[src/rtl/vic_pkg.sv]
package vic_pkg;
  localparam int ADDR_W = 3;

  typedef enum logic [ADDR_W-1:0] {
    OFS_STATUS = 3'd0,
    OFS_PEND   = 3'd1,
    OFS_ENABLE = 3'd2,
    OFS_ACK    = 3'd3,
    OFS_SETEN  = 3'd4,
    OFS_CLREN  = 3'd5,
    OFS_VECTOR = 3'd6,
    OFS_MODE   = 3'd7
  } reg_ofs_e;

  localparam int MODE_OUT_BIT = 0;
  localparam int MODE_HW_BIT  = 1;
endpackage

[src/rtl/vic_capture.sv]
module vic_capture #(
  parameter int               N_SRC     = 32,
  parameter logic [N_SRC-1:0] EDGE_MASK = '0
) (
  input  logic             clk,
  input  logic             rst,
  input  logic [N_SRC-1:0] src,
  input  logic             hw_en,
  output logic [N_SRC-1:0] set_o
);
  logic [N_SRC-1:0] src_q;

  always_ff @(posedge clk) begin
    if (rst) src_q <= '0;
    else     src_q <= src;
  end

  for (genvar g = 0; g < N_SRC; g++) begin : g_src
    if (EDGE_MASK[g]) begin : g_edge
      assign set_o[g] = hw_en & src[g] & ~src_q[g];
    end else begin : g_level
      assign set_o[g] = hw_en & src[g];
    end
  end
endmodule

[src/rtl/vic_prio.sv]
module vic_prio #(
  parameter int N_SRC = 32,
  parameter int IDX_W = (N_SRC > 1) ? $clog2(N_SRC) : 1
) (
  input  logic [N_SRC-1:0] pend,
  output logic             any_o,
  output logic [IDX_W-1:0] idx_o
);
  always_comb begin
    any_o = |pend;
    idx_o = '0;
    for (int i = N_SRC - 1; i >= 0; i--) begin
      if (pend[i]) idx_o = IDX_W'(i);
    end
  end
endmodule

[src/rtl/vic_regs.sv]
module vic_regs
  import vic_pkg::*;
#(
  parameter int N_SRC  = 32,
  parameter int DATA_W = 32
) (
  input  logic              clk,
  input  logic              rst,
  input  logic              wr_en,
  input  logic [ADDR_W-1:0] wr_addr,
  input  logic [DATA_W-1:0] wr_data,
  input  logic [N_SRC-1:0]  hw_set,
  output logic [N_SRC-1:0]  status_o,
  output logic [N_SRC-1:0]  enable_o,
  output logic [1:0]        mode_o
);
  logic [N_SRC-1:0] wsrc;
  logic [N_SRC-1:0] status_d, enable_d;
  logic [1:0]       mode_d;

  assign wsrc = wr_data[N_SRC-1:0];

  always_comb begin
    status_d = status_o;
    enable_d = enable_o;
    mode_d   = mode_o;
    if (wr_en) begin
      unique case (reg_ofs_e'(wr_addr))
        OFS_STATUS: if (!mode_o[MODE_HW_BIT]) status_d = wsrc;
        OFS_ENABLE: enable_d = wsrc;
        OFS_ACK:    status_d = status_o & ~wsrc;
        OFS_SETEN:  enable_d = enable_o | wsrc;
        OFS_CLREN:  enable_d = enable_o & ~wsrc;
        OFS_MODE:   mode_d   = wr_data[1:0];
        default:    ;
      endcase
    end
    status_d = status_d | hw_set;
  end

  always_ff @(posedge clk) begin
    if (rst) begin
      status_o <= '0;
      enable_o <= '0;
      mode_o   <= '0;
    end else begin
      status_o <= status_d;
      enable_o <= enable_d;
      mode_o   <= mode_d;
    end
  end

  assert_ack_R6: assert property (@(posedge clk) disable iff (rst)
    (wr_en && wr_addr == OFS_ACK) |=>
      ((status_o & $past(wsrc & ~hw_set)) == '0));

  assert_seten_R7: assert property (@(posedge clk) disable iff (rst)
    (wr_en && wr_addr == OFS_SETEN) |=> ((enable_o & $past(wsrc)) == $past(wsrc)));

  assert_clren_R7: assert property (@(posedge clk) disable iff (rst)
    (wr_en && wr_addr == OFS_CLREN) |=> ((enable_o & $past(wsrc)) == '0));

  assert_sticky_R8: assert property (@(posedge clk) disable iff (rst)
    (mode_o[MODE_HW_BIT] && !(wr_en && wr_addr == OFS_ACK)) |=>
      (($past(status_o) & ~status_o) == '0));

  assert_set_wins_R11: assert property (@(posedge clk) disable iff (rst)
    (|hw_set) |=> ((status_o & $past(hw_set)) == $past(hw_set)));
endmodule

[src/rtl/vic_core.sv]
module vic_core
  import vic_pkg::*;
#(
  parameter int               N_SRC     = 32,
  parameter int               DATA_W    = 32,
  parameter logic [N_SRC-1:0] EDGE_MASK = 32'hFFFF_0000
) (
  input  logic              clk,
  input  logic              rst,
  input  logic [N_SRC-1:0]  src_irq,
  input  logic              bus_wr,
  input  logic [ADDR_W-1:0] bus_addr,
  input  logic [DATA_W-1:0] bus_wdata,
  output logic [DATA_W-1:0] bus_rdata,
  output logic              irq_out
);
  localparam int IDX_W = (N_SRC > 1) ? $clog2(N_SRC) : 1;

  logic [N_SRC-1:0]  hw_set, status, enable, pend;
  logic [1:0]        mode;
  logic              any_pend;
  logic [IDX_W-1:0]  idx;
  logic [DATA_W-1:0] vector;

  vic_capture #(.N_SRC(N_SRC), .EDGE_MASK(EDGE_MASK)) u_capture (
    .clk   (clk),
    .rst   (rst),
    .src   (src_irq),
    .hw_en (mode[MODE_HW_BIT]),
    .set_o (hw_set)
  );

  vic_regs #(.N_SRC(N_SRC), .DATA_W(DATA_W)) u_regs (
    .clk      (clk),
    .rst      (rst),
    .wr_en    (bus_wr),
    .wr_addr  (bus_addr),
    .wr_data  (bus_wdata),
    .hw_set   (hw_set),
    .status_o (status),
    .enable_o (enable),
    .mode_o   (mode)
  );

  assign pend = status & enable;

  vic_prio #(.N_SRC(N_SRC), .IDX_W(IDX_W)) u_prio (
    .pend  (pend),
    .any_o (any_pend),
    .idx_o (idx)
  );

  assign vector  = any_pend ? DATA_W'(idx) : '1;
  assign irq_out = mode[MODE_OUT_BIT] & any_pend;

  always_comb begin
    unique case (reg_ofs_e'(bus_addr))
      OFS_STATUS: bus_rdata = DATA_W'(status);
      OFS_PEND:   bus_rdata = DATA_W'(pend);
      OFS_ENABLE: bus_rdata = DATA_W'(enable);
      OFS_VECTOR: bus_rdata = vector;
      OFS_MODE:   bus_rdata = DATA_W'(mode);
      default:    bus_rdata = '0;
    endcase
  end

  assert_vec_low_R3: assert property (@(posedge clk) disable iff (rst)
    (pend != '0) |->
      (pend[idx] && ($countones(pend & ((N_SRC'(1) << idx) - N_SRC'(1))) == 0)));

  assert_vec_none_R3: assert property (@(posedge clk) disable iff (rst)
    (pend == '0) |-> (vector == '1));

  assert_irq_R4: assert property (@(posedge clk) disable iff (rst)
    irq_out == (mode[MODE_OUT_BIT] && (vector != '1)));
endmodule

[config.mk]
export PLATFORM = sky130hd
export DESIGN_NAME = vic_core
export DESIGN_NICKNAME = d
export VERILOG_FILES = /design/src/rtl/vic_pkg.sv /design/src/rtl/vic_capture.sv /design/src/rtl/vic_prio.sv /design/src/rtl/vic_regs.sv /design/src/rtl/vic_core.sv
export SDC_FILE = /design/constraint.sdc
export NUM_CORES = 1
export LEC_CHECK = 0
export BUFFER_PORTS_ARGS = -buffer_cell sky130_fd_sc_hd__buf_2
export CORE_MARGIN = 1.5
export CORE_UTILIZATION = 57
export CTS_BUF_LIST = sky130_fd_sc_hd__clkbuf_4 sky130_fd_sc_hd__clkbuf_8
export DETAILED_ROUTE_END_ITERATION = 7
export GPL_TIMING_DRIVEN = 0
export PLACE_DENSITY = 0.83
export SYNTH_ARGS = -nofsm -noshare
export SYNTH_HDL_FRONTEND = slang
export SYNTH_SLANG_ARGS = --single-unit
[constraint.sdc]
create_clock -name clk -period 1.9 [get_ports clk]
set_clock_uncertainty 0.2 [all_clocks]
set_input_delay 0 -clock clk [delete_from_list [all_inputs] [get_ports clk]]
set_output_delay 0 -clock clk [all_outputs]
set_load 0.02 [all_outputs]
==> flow_summary.json <==
{
  "synthCells": 687,
  "layout-drive-gt1-share_pct": 23.53,
  "ys_warn_count": 0,
  "status": "finished with violations",
  "setup_ws_ns": -0.4422,
  "synth_nets": 757,
  "fin_crit_sh_pct": 123.3,
  "path_buf_inv": 2,
  "hpwl_um": 12250,
  "tightest_slew_ns": 0.7759,
  "drtIter0Drc": 927,
  "grt_overflow": 0,
  "wl_per_cell_um": 19.77,
  "nNetsFinal": 949,
  "synth_edf_count": 0,
  "port_buffers": 100,
  "grtUsageTotal_pct": 41.71,
  "powerDensity_nw_per_um2": 574.6,
  "die_w_um": 96.31,
  "synth.area.top_cells": "dfxtp_1, o21ai_0, a22oi_1, nor2_1, nand2_1",
  "wirelength_um": 19580,
  "violations": "setup timing",
  "min_path_type": "input port to register",
  "worst_path_max_delay_cell": "dfxtp_4",
  "ir_drop_mv": 0.4570,
  "final-setup-viol-count": 33,
  "cp_max_fo": 5,
  "area_growth_pct": 38.70,
  "root_buffer": "clkbuf_8",
  "clockBufferDepth": 2,
  "hold_viol": 0,
  "worstPathArrival_ns": 2.14,
  "post-route-util_pct": 82.52,
  "ys_seq_area_share_pct": 33.08,
  "yosysMostFrequentCell": "o21ai_0",
  "cp_cell_sequence": "a22o_1 > and3b_2 > and3_4 > nand4_4 > buf_4 > o21ai_0 > buf_2",
  "endpoint_kind": "primary output",
  "syn_area_um2": 4962,
  "clkTransAtPathRegs_ns": 0.09,
  "antenna_found_initial": 1,
  "n_fill_cell": 555,
  "vias": 6563,
  "num_rows": 33,
  "critPathKind": "register to primary output",
  "grt_pass1_vias": 6190,
  "synth_top_area_share_pct": 33.08,
  "yosys.area.top_type": "dfxtp_1",
  "avgSynthCellArea_um2": 7.223,
  "slew_headroom_pct": 48.27,
  "slew_violations": 0,
  "fin_tns_setup_ns": -12.56,
  "fmax_mhz": 427.0,
  "grt_pass1_wl_um": 29370,
  "cts_tree": "yes",
  "core_um2": 8341,
  "synthTopCellsByCount": "o21ai_0, nor2_1, dfxtp_1",
  "grt_max_degree": 15,
  "rsz0062_at_grt": "yes",
  "start_kind": "register",
  "fp.dieH_um": 96.31,
  "drc": 0,
  "fin_hold_ws_ns": 0.08682,
  "cts_buffers": 9,
  "cellLeakagePower_nw": 2.709,
  "period_minus_slack_ns": 2.342,
  "cts.sinks": 82,
  "dieArea_um2": 9275,
  "first_pass_iters": 8,
  "clk_latency_ns": 0.37,
  "slowest_delay_ns": 0.35,
  "pin_count": 103,
  "h-tree-depth": 3,
  "ant_nets": 0,
  "synthDistinctLibCells": 51,
  "critPathTopFamily": "simple AND/OR/NAND/NOR gates",
  "synth-async-reset-ratio_pct": 0,
  "required_ns": 1.70,
  "initial_core_util_pct": 59.50,
  "dp.cells": 892,
  "routed_via_density": 6.629,
  "cap_violations": 0,
  "gp_congestion": 0.9694,
  "ys_seq_elements": 82,
  "synthFlopType": "dfxtp_1",
  "fin_cells": 990
}
==> worst reg2reg max path: stages (launching register included) <==
cell and delay, ns:
dfxtp_1 0.35, buf_6 0.13, or4b_4 0.47, buf_6 0.16, o21ai_1 0.12, a22o_1 0.16, a222oi_1 0.07, nor2_1 0.11
==> stage by stage <==
stage / cell area, um2 / power, W / setup WS [ns]
floorplan: 4962 / 0.002274 / 0.06360
global placement: 5594 / 0.002523 / -0.1334
detailed placement: 5594 / 0.002551 / -0.1506
CTS: 6787 / 0.003879 / -0.4197
global route: 6883 / 0.004073 / -0.5235
finish: 6883 / 0.003955 / -0.4422
==> power by group <==
part           internal, W  switching [W]
sequential         0.00178      0.0000751
combinational     0.000372       0.000503
clock             0.000511       0.000711
total              0.00267        0.00129
==> cell families after synthesis <==
group           count (synthesis)  share of synthesized area (%)
compound gates                308                          41.05
simple gates                  192                          16.94
buf+inv                       105                          8.926
flops                          82                          33.08
==> worst paths after layout <==
path / cells after the start / slack [ns] / start / to
setup / recovery: 7 / -0.44 / u_regs.enable_o[3] / bus_rdata[6]
hold / removal: 5 / 0.09 / bus_addr[0] / u_regs.mode_o[0]
setup reg to reg: 7 / 0.07 / u_regs.mode_o[1] / u_regs.status_o[2]
hold reg to reg: 2 / 0.30 / u_regs.enable_o[0] / u_regs.enable_o[0]
==> cell type report <==
type	instances	area [um2]	area share, %
Antenna cell	1	2.502	0.03636
Buffer	54	266.5	3.872
Clock buffer	11	138.9	2.018
Clock inverter	5	41.29	0.5999
Inverter	51	191.4	2.781
Multi-Input combinational cell	500	3080	44.76
Sequential cell	82	1668	24.23
Tap cell	105	131.4	1.909
Timing Repair Buffer	181	1363	19.80
==> registers in the layout, summed over array words and instances (netlist names) <==
register	flops
u_regs.status_o	32
u_capture.src_q	16
u_regs.mode_o	2
u_regs.enable_o	32
==> metal layers <==
layer / track usage [%] / wire [um]
met5: 0 / 0
met3: 12.88 / 2417
met4: 24.40 / 978
met1: 48.41 / 7072
met2: 67.49 / 9108
==> cell usage in the layout (no fill, tap or decap), types with 3 or more instances in the layout <==
| master | n |
|---|---|
| buf_6 | 13 |
| o21ai_2 | 16 |
| nor2b_1 | 3 |
| clkbuf_1 | 31 |
| o21bai_1 | 16 |
| buf_1 | 4 |
| a21o_1 | 5 |
| o21ai_1 | 5 |
| a32oi_1 | 4 |
| a22oi_2 | 5 |
| a21oi_1 | 43 |
| o21ai_0 | 105 |
| dlygate4sd3_1 | 67 |
| a22oi_1 | 41 |
| dfxtp_4 | 5 |
| nor2_1 | 84 |
| clkbuf_8 | 9 |
| dfxtp_1 | 71 |
| buf_4 | 32 |
| dfxtp_2 | 6 |
| clkinv_4 | 3 |
| a22o_1 | 17 |
| nand3_1 | 3 |
| a222oi_1 | 28 |
| buf_2 | 87 |
| inv_1 | 51 |
| nand2_1 | 76 |
| a32o_1 | 3 |
==> what timing repair did <==
item / CTS / global route
cloned: 1 / 0
pin swaps: 9 / 1
endpoints found under the hold margin: 82 / 2
gates resized for setup: 83 / 25
buffers inserted: 10 / 3
endpoints found under the setup margin: 44 / 66
hold buffers: 66 / 1
(Power assumes the default switching activity.)
